--- src/rtl/ptr_arith_pkg.sv ---
package ptr_arith_pkg;

  localparam int ADDR_W     = 32;
  localparam int SIZE_FLD_W = 5;
  localparam int CONST_W    = 5;

  typedef enum logic [1:0] {
    OP_PRE_INC  = 2'b00,
    OP_PRE_DEC  = 2'b01,
    OP_POST_INC = 2'b10,
    OP_POST_DEC = 2'b11
  } stepOp_e;

  typedef enum logic [1:0] {
    MODE_LINEAR = 2'b00,
    MODE_CIRC0  = 2'b01,
    MODE_CIRC1  = 2'b10,
    MODE_RSVD   = 2'b11
  } ptrMode_e;

  // strobes from control to datapath
  typedef struct packed {
    logic                  circOn;
    logic [SIZE_FLD_W-1:0] sizeFld;
    logic                  subtract;
    logic                  preMode;
    logic [1:0]            scaleSh;
  } arithCtl_t;

endpackage

--- src/rtl/ptr_mode_ctrl.sv ---
module ptr_mode_ctrl
  import ptr_arith_pkg::*;
#(
  parameter int IDX_W         = 5,
  parameter int SIDE_CNT      = 2,
  parameter int CIRC_FIRST    = 4,
  parameter int CIRC_PER_SIDE = 4,
  localparam int SIDE_W = (SIDE_CNT > 1) ? $clog2(SIDE_CNT) : 1,
  localparam int ELIG   = SIDE_CNT * CIRC_PER_SIDE,
  localparam int MODE_W = 2 * ELIG,
  localparam int CFG_W  = MODE_W + 2 * SIZE_FLD_W
) (
  input  logic                    clk,
  input  logic                    rstN,
  input  logic                    cfgWrEn,
  input  logic [CFG_W-1:0]        cfgWrData,
  input  logic [SIDE_W+IDX_W-1:0] regIdx,
  input  logic [1:0]              accSize,
  input  logic [1:0]              opSel,
  output arithCtl_t               ctlOut
);

  logic [CFG_W-1:0]      modeReg;
  logic [SIZE_FLD_W-1:0] sizeFld0;
  logic [SIZE_FLD_W-1:0] sizeFld1;
  logic [1:0]            slotCode [ELIG];
  logic [SIDE_W-1:0]     sideSel;
  logic [IDX_W-1:0]      regNum;
  logic                  eligible;
  ptrMode_e              modeSel;

  always_ff @(posedge clk) begin
    if (!rstN)        modeReg <= '0;
    else if (cfgWrEn) modeReg <= cfgWrData;
  end

  assign sizeFld0 = modeReg[MODE_W +: SIZE_FLD_W];
  assign sizeFld1 = modeReg[MODE_W + SIZE_FLD_W +: SIZE_FLD_W];

  for (genvar s = 0; s < ELIG; s++) begin : g_slot
    assign slotCode[s] = modeReg[2*s +: 2];
  end

  assign sideSel = regIdx[IDX_W +: SIDE_W];
  assign regNum  = regIdx[IDX_W-1:0];
  assign eligible = (int'(regNum) >= CIRC_FIRST) &&
                    (int'(regNum) <  CIRC_FIRST + CIRC_PER_SIDE) &&
                    (int'(sideSel) < SIDE_CNT);

  always_comb begin
    int slot;
    slot    = int'(sideSel) * CIRC_PER_SIDE + int'(regNum) - CIRC_FIRST;
    modeSel = MODE_LINEAR;
    if (eligible && slot >= 0 && slot < ELIG) modeSel = ptrMode_e'(slotCode[slot]);
  end

  always_comb begin
    ctlOut.circOn   = (modeSel == MODE_CIRC0) || (modeSel == MODE_CIRC1);
    ctlOut.sizeFld  = (modeSel == MODE_CIRC1) ? sizeFld1 : sizeFld0;
    ctlOut.subtract = (opSel == OP_PRE_DEC) || (opSel == OP_POST_DEC);
    ctlOut.preMode  = (opSel == OP_PRE_INC) || (opSel == OP_PRE_DEC);
    ctlOut.scaleSh  = (accSize == 2'b11) ? 2'b10 : accSize;
  end

  // a write lands on the next edge
  a_r2_cfg_load: assert property (@(posedge clk) disable iff (!rstN)
    cfgWrEn |=> (modeReg == $past(cfgWrData)));
  // no enable, no change
  a_r2_cfg_hold: assert property (@(posedge clk) disable iff (!rstN)
    (!cfgWrEn && !$rose(rstN)) |=> $stable(modeReg));
  // registers outside the window never go circular
  a_r7_outside_linear: assert property (@(posedge clk) disable iff (!rstN)
    ((int'(regIdx[IDX_W-1:0]) < CIRC_FIRST) ||
     (int'(regIdx[IDX_W-1:0]) >= CIRC_FIRST + CIRC_PER_SIDE)) |-> !ctlOut.circOn);

endmodule

--- src/rtl/ptr_step_dp.sv ---
module ptr_step_dp
  import ptr_arith_pkg::*;
(
  input  logic               clk,
  input  logic               rstN,
  input  arithCtl_t          ctlIn,
  input  logic [ADDR_W-1:0]  baseAddr,
  input  logic [ADDR_W-1:0]  offsetReg,
  input  logic [CONST_W-1:0] constOff,
  input  logic               offSrcReg,
  output logic [ADDR_W-1:0]  effAddr,
  output logic [ADDR_W-1:0]  newBase
);

  logic [ADDR_W-1:0] offRaw;
  logic [ADDR_W-1:0] offScaled;
  logic [ADDR_W-1:0] stepped;
  logic [ADDR_W-1:0] lowMask;

  assign offRaw    = offSrcReg ? offsetReg : {{(ADDR_W-CONST_W){1'b0}}, constOff};
  assign offScaled = offRaw << ctlIn.scaleSh;
  assign stepped   = ctlIn.subtract ? (baseAddr - offScaled) : (baseAddr + offScaled);

  // one mask bit per address bit: inside the block when bit index <= size field
  for (genvar b = 0; b < ADDR_W; b++) begin : g_mask
    assign lowMask[b] = (b <= int'(ctlIn.sizeFld));
  end

  assign newBase = ctlIn.circOn ? ((baseAddr & ~lowMask) | (stepped & lowMask)) : stepped;
  assign effAddr = ctlIn.preMode ? newBase : baseAddr;

  // bits above the block survive a circular step
  a_r5_upper_kept: assert property (@(posedge clk) disable iff (!rstN)
    ctlIn.circOn |-> (((newBase ^ baseAddr) & ~lowMask) == '0));
  // post-step addresses with the old pointer
  a_r8_post_uses_base: assert property (@(posedge clk) disable iff (!rstN)
    !ctlIn.preMode |-> (effAddr == baseAddr));
  // pre-step addresses with the updated pointer
  a_r8_pre_uses_new: assert property (@(posedge clk) disable iff (!rstN)
    ctlIn.preMode |-> (effAddr == newBase));

endmodule

--- src/rtl/ptr_arith_unit.sv ---
module ptr_arith_unit
  import ptr_arith_pkg::*;
(
  input  logic               clk,
  input  logic               rstN,
  input  logic               cfgWrEn,
  input  logic [25:0]        cfgWrData,
  input  logic [5:0]         regIdx,
  input  logic [ADDR_W-1:0]  baseAddr,
  input  logic [ADDR_W-1:0]  offsetReg,
  input  logic [CONST_W-1:0] constOff,
  input  logic               offSrcReg,
  input  logic [1:0]         accSize,
  input  logic [1:0]         opSel,
  output logic [ADDR_W-1:0]  effAddr,
  output logic [ADDR_W-1:0]  newBase
);

  arithCtl_t ctlBus;

  ptr_mode_ctrl #(
    .IDX_W(5), .SIDE_CNT(2), .CIRC_FIRST(4), .CIRC_PER_SIDE(4)
  ) u_ctrl (
    .clk(clk), .rstN(rstN), .cfgWrEn(cfgWrEn), .cfgWrData(cfgWrData),
    .regIdx(regIdx), .accSize(accSize), .opSel(opSel), .ctlOut(ctlBus)
  );

  ptr_step_dp u_dp (
    .clk(clk), .rstN(rstN), .ctlIn(ctlBus), .baseAddr(baseAddr),
    .offsetReg(offsetReg), .constOff(constOff), .offSrcReg(offSrcReg),
    .effAddr(effAddr), .newBase(newBase)
  );

endmodule

--- config.mk ---
export PLATFORM = sky130hd
export DESIGN_NAME = ptr_arith_unit
export DESIGN_NICKNAME = d
export VERILOG_FILES = /design/src/rtl/ptr_arith_pkg.sv /design/src/rtl/ptr_mode_ctrl.sv /design/src/rtl/ptr_step_dp.sv /design/src/rtl/ptr_arith_unit.sv
export SDC_FILE = /design/constraint.sdc
export NUM_CORES = 1
export LEC_CHECK = 0
export BUFFER_PORTS_ARGS = -buffer_cell sky130_fd_sc_hd__buf_2
export CORE_ASPECT_RATIO = 0.5
export CORE_UTILIZATION = 54
export CTS_CLUSTER_SIZE = 8
export DETAILED_ROUTE_END_ITERATION = 10
export PLACE_DENSITY = 0.81
export SYNTH_ARGS = -nofsm -noshare
export SYNTH_HDL_FRONTEND = slang
export SYNTH_SLANG_ARGS = --single-unit
--- constraint.sdc ---
create_clock -name clk -period 7.7 [get_ports clk]
set_clock_uncertainty 0.2 [all_clocks]
set_input_delay 0.77 -clock clk [delete_from_list [all_inputs] [get_ports clk]]
set_output_delay 0.77 -clock clk [all_outputs]
set_load 0.03 [all_outputs]
==> out/metrics.cfg <==
[outcome]
status = finished, final reports clean

[synthesis]
syn_inst = 752
synthDominantCellAreaShare_pct = 11.3
synth_top_cell_by_area = mux2_2
synthArstFlopShare_pct = 0
synthDistinctLibCells = 66
synth_warnings = 0
syn_area_per_cell_um2 = 7.71
ys_ff_latch = 26
synth_nets = 899
syn_area_um2 = 5790
synth_area_leaders = mux2_2 11%, dfxtp_1 9.0%, ha_1 8.0%
synth-edff-count = 0
ys.flop_type = dfxtp_1
yosysSeqAreaShare_pct = 8.98

[global_route]
grt_overflow_total = 0
grt_pass1_vias = 5237
grt_usage_pct = 28.5
antenna_found_initial = 0
grt_pass1_wl_um = 25700
grt_max_degree = 67

[sta]
hold_viol = 0
finalSetupTns_ps = 0
period_minus_slack_ps = 7030
relSlewSlack_pct = 30.7
tightestPinTransition_ps = 1040
grt_setup_unrepaired = false
finalSetupViolations = 0
max_freq_ghz = 0.142
drv_slew = 0
post-route-period-util_pct = 91.3

[route]
first_pass_iters = 5
via_count = 6122
dr_wl_met3_um = 1350
drc = 0
wl_met1_um = 7910
drt_iter0_drc = 453
antenna_left = 0
via_per_inst = 5.96
top_layer = met4
routedWlPerCell_um = 16.1
finalWirelength_um = 16500
met2WireLength_um = 7170

[placed_design]
globalplace.congestion = 0.936
dpl.hpwl_um = 13600
io_buffer_count = 172

[floorplan]
die_w_um = 148
coreArea_um2 = 10300
initial_core_util_pct = 56.2
dieHeight_um = 75.2
dieArea_um2 = 11200
pin_count = 173
row_count = 26

[worst_setup_path]
rr_worst_depth = 2
worstPathArrival_ps = 6060
worstSetupPathType = in -> out
regToRegSetupSlack_ps = 6840
r2r_start = u_ctrl.modeReg[2]
crit_path_max_fanout = 37
crit_path_end_kind = output port
start_kind = input pin
worstPathRequired_ps = 6730
startpoint = accSize[0]
worstSetupEndpoint = effAddr[30]
regToRegEndpoint = u_ctrl.modeReg[2]

[cts]
cts_hold_buffers = 0
htreeDepth = 1
clock_latency_ps = 250
cts.sinks = 26
clk_pin_slew_ps = 60
cts_resized = 0
cts_setup_buffers = 0
cts_root_buf = clkbuf_16
numCtsBuffers = 3
cts_tree = built
clockBufferDepth = 2

[final_layout]
layout-drive-gt1-share_pct = 28.9
mostFrequentLayoutCells = 172 x buf_2, 64 x a21oi_1, 60 x nand2_1
top_regs = u_ctrl.modeReg: 26 flops
regMostFlops = u_ctrl.modeReg
fin_nets = 1037
largest_register_ff_count = 26
antennaDiodeCount = 0
final_common_cell = buf_2
area_delta_synth_final_pct = 16.0

[run]
drv_cap = 0

[power_and_ir_drop]
p_leak_nw = 3.06
p_per_area_nw_per_um2 = 174
peakVddDrop_mv = 0.102
power_mw = 1.17

[hold_path]
hold_class = reg -> reg
min_from = u_ctrl.modeReg[11]
min_path_cells = 2

per-stage QoR:
step                util (%)  area [um2]  worst slack [ps]  hold slack [ps]  cells
finish                  65.2        6720               669              315   1028
global placement        64.5        6650               891              291   1025
CTS                     65.2        6720               773              321   1028
detailed placement      64.5        6650               777              303   1025
floorplan                  -        5790              1100              277    752
global route            65.2        6720               285              339   1028
cell usage after synthesis, drive strengths merged (5+ instances only):
master and instances:
o211ai 21, ha 37, inv 20, mux4 5
nand2b 28, xnor2 23, a31oi 11, o21ai 39
nor3 11, nand2 60, mux2 76, xor2 36
a21o 20, a21oi 64, o21bai 5, and2 11
mux2i 46, nor2 58, clkbuf 21, nand3 16
a211oi 5, a41oi 6, nand4 5, buf 18
dfxtp 26, nor2b 31
area by class of cell:
type                            instances  area (um2)
Inverter                               20        75.1
Timing Repair Buffer                  172         861
Multi-Input combinational cell        667        5020
Tap cell                              140         175
Fill cell                             921        3590
Clock buffer                            3        75.1
Sequential cell                        26         520
logic make-up after synthesis:
family	Yosys count	synth area share, %
AOI/OAI and AO/OA	199	22.6
xor gates and xnor gates	59	9.05
adders and majority gates	38	8.34
buffers and inverters	59	4.45
DFF	26	8.98
muxes	127	24.7
and+or+nand+nor	244	21.9
per-layer routing:
layer | global-route usage [%] | vias up
met5 | 0 | -
met4 | 2.75 | 0
met3 | 4.67 | 10
met2 | 47.0 | 240
met1 | 40.3 | 2849
li1 | - | 3023
critical path: stages:
cell and delay (ps):
buf_2 640, mux2_1 400, a221oi_2 260, a2bb2oi_1 230, nor4b_4 480, and2_1 270, a21oi_1 110, xor2_1 310
ha_1 410, a21o_1 230, a21o_1 170, a221o_1 360, nor2_1 100, a21oi_1 120, o41ai_1 550, mux2_2 400
nand2_1 50, buf_2 190
power by group:
part	switching [mW]	leakage (nW)	internal [mW]
Clock	0.0430	0.0370	0.0687
Combinational	0.575	2.81	0.338
Sequential	0.00458	0.215	0.143
Total	0.623	3.06	0.550
worst min-delay path by stage:
stage | endpoint | slack, ps
floorplan | u_ctrl.modeReg[25] | 280
global placement | u_ctrl.modeReg[7] | 290
detailed placement | u_ctrl.modeReg[20] | 300
CTS | u_ctrl.modeReg[11] | 320
global route | u_ctrl.modeReg[13] | 340
finish | u_ctrl.modeReg[11] | 310
Note: power is estimated with default switching activity, not from simulation.
